<file path="src/rtl/hcp_pkg.sv">
package hcp_pkg;
  localparam logic [7:0] OP_CFG  = 8'h10;
  localparam logic [7:0] OP_ADDR = 8'h20;
  localparam logic [7:0] OP_READ = 8'h30;
  localparam logic [7:0] OP_WRITE = 8'h40;
  localparam logic [7:0] OP_FETCH = 8'h50;

  typedef enum logic [2:0] {
    S_OPC, S_PAY, S_EXEC, S_RDBUS, S_RDPUSH, S_WRBUS, S_POP, S_SEND
  } ctlState_t;

  typedef struct packed {
    logic shiftIn;
    logic loadCfg;
    logic loadAddr;
    logic loadLen;
    logic decLen;
    logic incAddr;
    logic latchBus;
    logic latchZero;
    logic latchPop;
    logic shiftOut;
  } ctlStrobe_t;

  function automatic logic isKnownOp(input logic [7:0] op);
    return (op == OP_CFG) || (op == OP_ADDR) || (op == OP_READ) ||
           (op == OP_WRITE) || (op == OP_FETCH);
  endfunction
endpackage

</file>
<file path="src/rtl/hcp_datapath.sv">
module hcp_datapath
  import hcp_pkg::*;
#(
  parameter int LEN_W = 24,
  parameter int ADDR_STEP = 4
) (
  input  logic        clk,
  input  logic        rstN,
  input  ctlStrobe_t  stb,
  input  logic [7:0]  hostByte,
  input  logic [31:0] busRdata,
  input  logic [31:0] rxPopData,
  input  logic        rxPopValid,
  output logic [31:0] busAddr,
  output logic [31:0] busWdata,
  output logic [31:0] rxPushData,
  output logic [7:0]  outByte,
  output logic        consoleOff,
  output logic        lenZero
);
  localparam logic [31:0] STEP = 32'(ADDR_STEP);

  logic [31:0] payload;
  logic [31:0] addrReg;
  logic [31:0] dataWord;
  logic [LEN_W-1:0] lenLeft;
  logic cfgInc;
  logic cfgOff;

  always_ff @(posedge clk) begin
    if (!rstN) begin
      payload  <= '0;
      addrReg  <= '0;
      dataWord <= '0;
      lenLeft  <= '0;
      cfgInc   <= 1'b0;
      cfgOff   <= 1'b0;
    end else begin
      if (stb.shiftIn)  payload <= {payload[23:0], hostByte};
      if (stb.loadCfg) begin
        cfgInc <= payload[1];
        cfgOff <= payload[0];
      end
      if (stb.loadAddr) addrReg <= payload;
      else if (stb.incAddr && cfgInc) addrReg <= addrReg + STEP;
      if (stb.loadLen) lenLeft <= payload[LEN_W-1:0];
      else if (stb.decLen) lenLeft <= lenLeft - 1'b1;
      if (stb.latchBus)       dataWord <= busRdata;
      else if (stb.latchZero) dataWord <= '0;
      else if (stb.latchPop)  dataWord <= rxPopValid ? rxPopData : '0;
      else if (stb.shiftOut)  dataWord <= {dataWord[23:0], 8'h00};
    end
  end

  assign busAddr    = addrReg;
  assign busWdata   = payload;
  assign rxPushData = dataWord;
  assign outByte    = dataWord[31:24];
  assign consoleOff = cfgOff;
  assign lenZero    = (lenLeft == '0);
endmodule

</file>
<file path="src/rtl/hcp_control.sv">
module hcp_control
  import hcp_pkg::*;
(
  input  logic       clk,
  input  logic       rstN,
  input  logic [7:0] hostByte,
  input  logic       hostValid,
  input  logic       busAck,
  input  logic       rxPushReady,
  input  logic       outReady,
  input  logic       consoleOff,
  input  logic       lenZero,
  output logic       hostReady,
  output logic       busReq,
  output logic       busWrite,
  output logic       rxPushValid,
  output logic       rxPopReady,
  output logic       outValid,
  output ctlStrobe_t stb
);
  ctlState_t state, stateNext;
  logic [7:0] opReg;
  logic [1:0] byteCnt, byteCntNext;

  always_comb begin
    stateNext   = state;
    byteCntNext = byteCnt;
    stb         = '0;
    hostReady   = 1'b0;
    busReq      = 1'b0;
    busWrite    = 1'b0;
    rxPushValid = 1'b0;
    rxPopReady  = 1'b0;
    outValid    = 1'b0;
    unique case (state)
      S_OPC: begin
        hostReady = 1'b1;
        if (hostValid && isKnownOp(hostByte)) begin
          stateNext   = S_PAY;
          byteCntNext = '0;
        end
      end
      S_PAY: begin
        hostReady = 1'b1;
        if (hostValid) begin
          stb.shiftIn = 1'b1;
          byteCntNext = byteCnt + 1'b1;
          if (byteCnt == 2'd3) stateNext = S_EXEC;
        end
      end
      S_EXEC: begin
        stateNext = S_OPC;
        case (opReg)
          OP_CFG:   stb.loadCfg = 1'b1;
          OP_ADDR:  stb.loadAddr = 1'b1;
          OP_READ: begin
            stb.loadLen = 1'b1;
            stateNext   = S_RDBUS;
          end
          OP_WRITE: stateNext = S_WRBUS;
          OP_FETCH: stateNext = S_POP;
          default:  stateNext = S_OPC;
        endcase
      end
      S_RDBUS: begin
        if (consoleOff) begin
          busReq = 1'b1;
          if (busAck) begin
            stb.latchBus = 1'b1;
            stb.incAddr  = 1'b1;
            stateNext    = S_RDPUSH;
          end
        end else begin
          stb.latchZero = 1'b1;
          stateNext     = S_RDPUSH;
        end
      end
      S_RDPUSH: begin
        rxPushValid = 1'b1;
        if (rxPushReady) begin
          if (lenZero) stateNext = S_OPC;
          else begin
            stb.decLen = 1'b1;
            stateNext  = S_RDBUS;
          end
        end
      end
      S_WRBUS: begin
        if (consoleOff) begin
          busReq   = 1'b1;
          busWrite = 1'b1;
          if (busAck) begin
            stb.incAddr = 1'b1;
            stateNext   = S_OPC;
          end
        end else stateNext = S_OPC;
      end
      S_POP: begin
        rxPopReady   = 1'b1;
        stb.latchPop = 1'b1;
        byteCntNext  = '0;
        stateNext    = S_SEND;
      end
      S_SEND: begin
        outValid = 1'b1;
        if (outReady) begin
          stb.shiftOut = 1'b1;
          byteCntNext  = byteCnt + 1'b1;
          if (byteCnt == 2'd3) stateNext = S_OPC;
        end
      end
      default: stateNext = S_OPC;
    endcase
  end

  always_ff @(posedge clk) begin
    if (!rstN) begin
      state   <= S_OPC;
      opReg   <= '0;
      byteCnt <= '0;
    end else begin
      state   <= stateNext;
      byteCnt <= byteCntNext;
      if (state == S_OPC && hostValid) opReg <= hostByte;
    end
  end
endmodule

</file>
<file path="src/rtl/hcp_top.sv">
module hcp_top
  import hcp_pkg::*;
#(
  parameter int LEN_W = 24,
  parameter int ADDR_STEP = 4
) (
  input  logic        clk,
  input  logic        rstN,
  input  logic [7:0]  hostByte,
  input  logic        hostValid,
  output logic        hostReady,
  output logic [7:0]  outByte,
  output logic        outValid,
  input  logic        outReady,
  output logic [31:0] busAddr,
  output logic [31:0] busWdata,
  input  logic [31:0] busRdata,
  output logic        busWrite,
  output logic        busReq,
  input  logic        busAck,
  output logic [31:0] rxPushData,
  output logic        rxPushValid,
  input  logic        rxPushReady,
  input  logic [31:0] rxPopData,
  input  logic        rxPopValid,
  output logic        rxPopReady,
  output logic        consoleOff
);
  ctlStrobe_t stb;
  logic lenZero;

  hcp_control u_ctl (
    .clk(clk), .rstN(rstN), .hostByte(hostByte), .hostValid(hostValid),
    .busAck(busAck), .rxPushReady(rxPushReady), .outReady(outReady),
    .consoleOff(consoleOff), .lenZero(lenZero), .hostReady(hostReady),
    .busReq(busReq), .busWrite(busWrite), .rxPushValid(rxPushValid),
    .rxPopReady(rxPopReady), .outValid(outValid), .stb(stb)
  );

  hcp_datapath #(.LEN_W(LEN_W), .ADDR_STEP(ADDR_STEP)) u_dp (
    .clk(clk), .rstN(rstN), .stb(stb), .hostByte(hostByte),
    .busRdata(busRdata), .rxPopData(rxPopData), .rxPopValid(rxPopValid),
    .busAddr(busAddr), .busWdata(busWdata), .rxPushData(rxPushData),
    .outByte(outByte), .consoleOff(consoleOff), .lenZero(lenZero)
  );
endmodule

</file>
<file path="config.mk">
export PLATFORM = sky130hd
export DESIGN_NAME = hcp_top
export DESIGN_NICKNAME = d
export VERILOG_FILES = /design/src/rtl/hcp_pkg.sv /design/src/rtl/hcp_datapath.sv /design/src/rtl/hcp_control.sv /design/src/rtl/hcp_top.sv
export SDC_FILE = /design/constraint.sdc
export NUM_CORES = 1
export LEC_CHECK = 0
export BUFFER_PORTS_ARGS = -buffer_cell sky130_fd_sc_hd__buf_2
export CAP_MARGIN = 10
export CORE_MARGIN = 2
export CORE_UTILIZATION = 57
export DETAILED_ROUTE_END_ITERATION = 8
export GPL_TIMING_DRIVEN = 0
export PLACE_DENSITY = 0.95
export SETUP_SLACK_MARGIN = 0.2
export SYNTH_ARGS = -nofsm -noshare
export SYNTH_HDL_FRONTEND = slang
export SYNTH_SLANG_ARGS = --single-unit
</file>
<file path="constraint.sdc">
create_clock -name clk -period 6.2 [get_ports clk]
set_input_delay 0.31 -clock clk [delete_from_list [all_inputs] [get_ports clk]]
set_output_delay 0.31 -clock clk [all_outputs]
set_load 0.05 [all_outputs]
</file>
==> run_results.csv, run 1 <==
group,metric,value,unit
status,outcome,"finished with violations",
status,failed_checks,"DRC",
clock_tree,cts_resized,0,
floorplan,die_w,113,um
clock_tree,cts_htree_levels,4,
synthesis,synthCells,911,
grt,grt_max_degree,17,
sta,slew_headroom,43.8,%
floorplan,ios,190,
synthesis,synthTopCellsByCount,"155 x nand2_1, 135 x dfxtp_1, 125 x a21oi_1",
synthesis,synth_cell_types,57,
floorplan,chipHeight,113,um
clock_tree,numCtsBuffers,17,
placed_design,gp_congestion,1.01,
clock_tree,postCtsHoldBufs,0,
synthesis,post-synth-top-area-fraction,40.0,%
floorplan,die_area,12700,sq um
floorplan,core_area,11500,sq um
synthesis,synthesis.area,6760,sq um
sta,min_period_over_period,45.9,%
clock_tree,cts_tree,"done",
critical_path,crit_type,"flop to flop",
power_and_ir_drop,ir_worst_vdd,189,uV
routing,first_pass_iters,9,
synthesis,synthesis.yosys.warnings,0,
sta,rsz0062_at_grt,"no",
power_and_ir_drop,power,2.11,mW
critical_path,cp-end-kind,"flop",
critical_path,path_max_fanout,10,
sta,drv_slew,0,
sta,fmax,351,MHz
synthesis,synth-edff-count,0,
critical_path,crit_slowest_cell,"nor4_1",
placed_design,port_buffers,189,
grt,grt_pass1_wl,37400,um
floorplan,rows,39,
power_and_ir_drop,p_per_area,250,nW/um^2
worst_hold_path,hp-class,"input pin to flop",
critical_path,crit_chain,"clkbuf_1, nor4_1, and2_1, clkbuf_1, and3_1, nor2_1, buf_2, a22oi_1, a31oi_1",
routing,antenna_left,0,
final_layout,final_nets,1201,
sta,timing.final.crit_period,2.85,ns
clock_tree,clk_pin_slew,0.06,ns
synthesis,syn_avg_cell_area,7.42,sq um
critical_path,critical_path.startpoint_type,"flop",
routing,wl_per_cell,18.8,um
grt,antenna_found_initial,0,
critical_path,cp.buffers_inverters,3,
sta,fin_setup_tns,0,ns
sta,tightest_slew,0.837,ns
placed_design,dp_hpwl,16900,um
synthesis,ys.flop_type,"dfxtp_1",
critical_path,crit_path_frequent_cell,"clkbuf_1",
synthesis,synthTopCellsByArea,"dfxtp_1 40%, a21oi_1 9.3%, nand2_1 8.6%",
synthesis,syn-num-nets,993,
synthesis,synth-async-reset-ratio,0,%
sta,hold_ws,0.127,ns
sta,finalClockSkew,0.00568,ns
clock_tree,clock_latency,0.43,ns
clock_tree,cts_buffer_depth,2,
clock_tree,cts_root_buf,"clkbuf_16",
grt,grt_pass1_vias,7414,
grt,overflow,0,
clock_tree,post-cts-setup-buffers,0,
routing,num_vias,8133,
sta,hold_viol,0,
routing,drt_iter0_markers,1346,
routing,drc,21,
power_and_ir_drop,power_leakage,3.50,nW
flow_run,drv_cap,0,
critical_path,critical_path.top_delay_family,"simple AND/OR/NAND/NOR gates",
grt,grtUsageTotal,36.8,%
routing,wl,24000,um
critical_path,cpPeakStageDelay,0.60,ns
synthesis,synth_seq_area_share,40.0,%
clock_tree,cts_sinks,135,
synthesis,synth-seq-cells,135,
synthesis,synth_top_area_cell,"dfxtp_1",
synthesis,synth_most_common_cell,"nand2_1",
sta,setup_viol,0,
critical_path,critical_path_required,6.47,ns
floorplan,initial_core_util,58.7,%
final_layout,layout-drive-gt1-share,21.9,%
final_layout,n_antenna_cell,0,
critical_path,arrival,3.12,ns
final_layout,syn_to_final_growth,25.1,%
routing,viasPerCell,6.38,
-- worst paths after layout --
| path | from | endpoint | slack (ns) | cells past startpoint |
|---|---|---|---|---|
| max | u_ctl.state[0]$_SDFFE_PN0P_ | u_dp.busAddr[26]$_SDFFE_PN0P_ | 3.35 | 9 |
| min | rxPopData[3] | u_dp.rxPushData[3]$_SDFFE_PN0P_ | 0.13 | 3 |
| max reg2reg | u_ctl.state[0]$_SDFFE_PN0P_ | u_dp.busAddr[26]$_SDFFE_PN0P_ | 3.35 | 9 |
| min reg2reg | u_ctl.opReg[2]$_SDFFE_PN0P_ | u_ctl.opReg[2]$_SDFFE_PN0P_ | 0.46 | 2 |
-- layout make-up --
class	count	area, sq um
Tap cell	143	179
Buffer	76	338
Clock inverter	10	103
Timing Repair Buffer	189	946
Fill cell	853	3060
Sequential cell	135	2700
Inverter	9	33.8
Multi-Input combinational cell	691	3690
Clock buffer	21	470
-- worst register-to-register path: cells and delay by family (launching register included) --
kind                   cells  cell delay (ns)
and+or+nand+nor            4             1.25
AOI/OAI and AO/OA          2             0.32
buffers and inverters      3             0.72
DFF                        1             0.39
-- routing by layer --
metal  GRT usage (%)  routed length (um)
met1            48.1                9080
met2            56.5               10700
met3            8.36                3110
met4            20.7                1080
met5               0                   0
-- power breakdown --
group | total [mW] | leakage [nW] | switching [mW] | internal [mW]
logic | 0.220 | 2.12 | 0.153 | 0.0672
clock network | 0.987 | 0.288 | 0.372 | 0.615
registers | 0.908 | 1.09 | 0.0241 | 0.884
-- flip-flops by register name, summed over array words and instances, names as in the netlist, 2 cells and up --
| name | flops |
|---|---|
| u_dp.rxPushData | 32 |
| u_dp.busWdata | 32 |
| u_ctl.byteCnt | 2 |
| u_ctl.opReg | 8 |
| u_ctl.state | 3 |
| u_dp.busAddr | 32 |
| u_dp.lenLeft | 24 |
-- stage by stage --
step	cell area (sq um)	setup WS [ns]	util, %	instances
final	8460	3.35	73.4	1274
after global routing	8460	3.14	73.4	1274
after CTS	8460	3.44	73.4	1274
after detailed placement	7890	3.51	68.5	1243
after global placement	7890	3.60	68.5	1243
after floorplan	6760	3.01	-	911
-- cells by family after synthesis --
| logic type | after synthesis | synth area share (%) |
|---|---|---|
| AO/OA/AOI/OAI | 254 | 23.2 |
| XOR/XNOR | 8 | 1.04 |
| adder cells (fa/ha/maj) | 3 | 0.555 |
| buffers and inverters | 85 | 5.50 |
| flip-flops | 135 | 40.0 |
| multiplexers | 7 | 1.05 |
| AND/OR/NAND/NOR | 419 | 28.7 |
-- layout by cell type (no fill, tap or decap), types with 4 or more instances in the layout --
master,synthesis,routed
a211oi_1,28,28
a21oi_1,125,125
a221oi_1,6,6
a222oi_1,8,8
a22oi_1,11,11
a31oi_1,14,14
a32oi_1,5,5
and2_1,7,7
and3_1,14,14
and4_1,5,5
buf_2,9,198
buf_4,11,11
clkbuf_1,53,54
clkbuf_16,0,17
clkinv_2,0,7
dfxtp_1,135,135
inv_1,7,7
mux2i_1,6,6
nand2_1,155,155
nand3_1,50,50
nand4_1,11,11
nor2_1,88,88
nor2b_1,8,8
nor3_1,44,44
nor3b_1,5,5
o211ai_1,10,10
o21a_1,6,6
o21ai_0,27,27
or3_1,10,10
or4_1,4,4
xnor2_1,5,5
Power figures use the tool's default switching activity.
==> run 2: changes to the inputs <==
CORE_UTILIZATION = 48   (was 57)
PLACE_DENSITY = 0.89   (was 0.95)
clock period = 2.6 ns   (was 6.2 ns; I/O delays follow)
==> run 2 against run 1 <==
The run now ends clean; sequential power rose by 140%; sequential share of layout area is 2.0 points lower; critical path depth down 1; clock power rose to 2.5 times the previous value.
==> run_results.csv, run 2 (synthesized netlist as in run 1, its figures left out) <==
group,metric,value,unit
worst_hold_path,hold_path_end,"u_dp.rxPushData[17]$_SDFFE_PN0P_",
floorplan,core_area,13800,sq um
placed_design,gp_congestion,0.950,
grt,grt_use_met1,41.5,%
sta,tightest_slew,0.730,ns
sta,rsz0062_at_grt,"yes",
clock_tree,cts_root_buf,"clkbuf_16",
sta,fmax,422,MHz
floorplan,initial_core_util,48.9,%
critical_path,path_max_fanout,8,
power_and_ir_drop,clkPwrFrac,47.8,%
placed_design,dp.cells,1280,
critical_path,r2r_slack,0.23,ns
critical_path,worstReg2RegEnd,"u_dp.lenLeft[8]$_SDFFE_PN0P_",
routing,first_pass_iters,8,
power_and_ir_drop,seqPwrFrac,41.3,%
routing,drt_iter0_markers,1168,
clock_tree,cts_htree_levels,4,
power_and_ir_drop,ir_worst_vdd,476,uV
power_and_ir_drop,power_frac_comb,10.9,%
power_and_ir_drop,cell_internal_pwr,3.85,mW
clock_tree,clk_pin_slew,0.06,ns
sta,drv_slew,0,
clock_tree,clock_latency,0.43,ns
routing,drc,0,
power_and_ir_drop,switching_share,26.7,%
sta,hold_ws,0.000205,ns
grt,met2_usage,49.7,%
grt,grtUsageTotal,31.8,%
clock_tree,cts_tree,"done",
clock_tree,cts_buffer_depth,2,
final_layout,layout-drive-gt1-share,24.4,%
floorplan,ios,190,
critical_path,arrival,2.69,ns
critical_path,reg2reg_from,"u_dp.lenLeft[16]$_SDFFE_PN0P_",
floorplan,chipHeight,123,um
grt,grt_pass1_wl,37700,um
routing,viasPerCell,6.13,
status,outcome,"finished clean",
final_layout,syn_to_final_growth,34.0,%
final_layout,fin_cells,1350,
routing,num_vias,8270,
critical_path,crit_type,"flop to flop",
floorplan,die_area,15000,sq um
placed_design,place_ws,-0.0329,ns
critical_path,critical_path.startpoint_type,"flop",
critical_path,r2r_cells,8,
placed_design,dp_hpwl,16800,um
critical_path,cp-end-kind,"flop",
grt,grt_max_degree,17,
power_and_ir_drop,power_leakage,3.72,nW
sta,min_period_over_period,91.1,%
clock_tree,numCtsBuffers,17,
routing,wl,24400,um
critical_path,startpoint,"u_dp.lenLeft[16]$_SDFFE_PN0P_",
floorplan,rows,43,
worst_hold_path,min_path_cells,3,
critical_path,critical_path_required,2.92,ns
routing,antenna_left,0,
final_layout,final_common_cell,"buf_2",
placed_design,port_buffers,189,
final_layout,n_antenna_cell,0,
sta,hold_viol,0,
final_layout,final_nets,1239,
grt,grt_pass1_vias,7478,
clock_tree,cts_sinks,135,
worst_hold_path,hp-class,"input pin to flop",
floorplan,die_w,123,um
routing,wl_per_cell,18.1,um
power_and_ir_drop,p_per_area,580,nW/um^2
grt,busiest_layer,"met2",
worst_hold_path,hp-start,"busRdata[17]",
sta,slew_headroom,50.9,%
sta,setup_viol,0,
sta,finalClockSkew,0.00817,ns
grt,overflow,0,
grt,antenna_found_initial,0,
final_layout,layout_common_cells,"197 x buf_2, 155 x nand2_1, 130 x dfxtp_1, 125 x a21oi_1, 84 x nor2_1",
sta,timing.final.crit_period,2.37,ns
sta,setup_ws,0.231,ns
grt,use_met3,6.97,%
flow_run,drv_cap,0,
power_and_ir_drop,p_sw,1.40,mW
[run 2: cell types whose count changed in the layout (fill, tap and decap cells not counted), moves of 4 or more]
cell,previous run,this run
nor2_2,1,5
dfxtp_2,0,5
nor3_1,44,40
nor2_1,88,84
dlygate4sd3_1,0,33
clkbuf_1,54,41
dfxtp_1,135,130
clkbuf_2,0,8
buf_4,11,16
clkinvlp_4,1,8
clkinv_2,7,1
[run 2: power by group through the flow]
stage / combinational (mW) / clock [mW] / sequential (mW)
floorplan: 0.283 / 0 / 2.23
global placement: 0.502 / 0 / 2.20
CTS: 0.564 / 2.51 / 2.16
detailed placement: 0.505 / 0 / 2.20
finish: 0.575 / 2.51 / 2.17
global route: 0.627 / 2.59 / 2.17
[run 2: area by class of cell]
class,count,area (sq um)
repair buffers,228,1330
well taps,180,225
plain buffers,75,359
multi-input cells,691,3780
fillers,1101,4770
inverters,9,35.0
clock buffers,18,439
clock inverters,14,176
flip-flops and latches,135,2710
[run 2: routing by layer]
layer	share of wire, %	vias up
met5	0	-
met4	4.4	0
met3	11	120
met2	45	602
met1	39	3780
li1	-	3768
[run 2: worst max-delay path: stages (launching register included)]
cell and delay, ns:
dfxtp_2 0.37, or4_1 0.52, buf_2 0.18, or2_4 0.28
o31ai_4 0.25, buf_4 0.17, nor2_2 0.05, a32o_1 0.26
o21a_1 0.17
[run 2: worst max-delay path by stage]
stage / endpoint / slack [ns] / depth (start not counted)
after floorplan: u_dp.busAddr[21]$_SDFFE_PN0P_ / 0.21 / 7
after detailed placement: u_dp.busAddr[27]$_SDFFE_PN0P_ / -0.03 / 9
after global placement: u_dp.busAddr[21]$_SDFFE_PN0P_ / 0.0006 / 9
after CTS: u_dp.lenLeft[13]$_SDFFE_PN0P_ / 0.17 / 9
after global routing: u_dp.lenLeft[13]$_SDFFE_PN0P_ / 0.19 / 9
final: u_dp.lenLeft[8]$_SDFFE_PN0P_ / 0.23 / 8
[run 2: metrics by stage]
stage	setup TNS, ns	area, sq um	total power, mW	utilization (%)
finish	0	9060	5.25	65.5
global route	0	9060	5.39	65.5
detailed placement	-0.268	7950	2.71	57.5
floorplan	0	6780	2.51	-
CTS	0	8970	5.23	64.9
global placement	0	7950	2.70	57.5
[run 2: what timing repair did]
action | 4_1_cts | 5_1_grt
resized for setup | 15 | 30
setup endpoints to repair | 56 | 75
hold buffers | 33 | 0
buffers inserted | 2 | 4
endpoints found under the hold margin | 33 | 0
pin swaps | 2 | 5
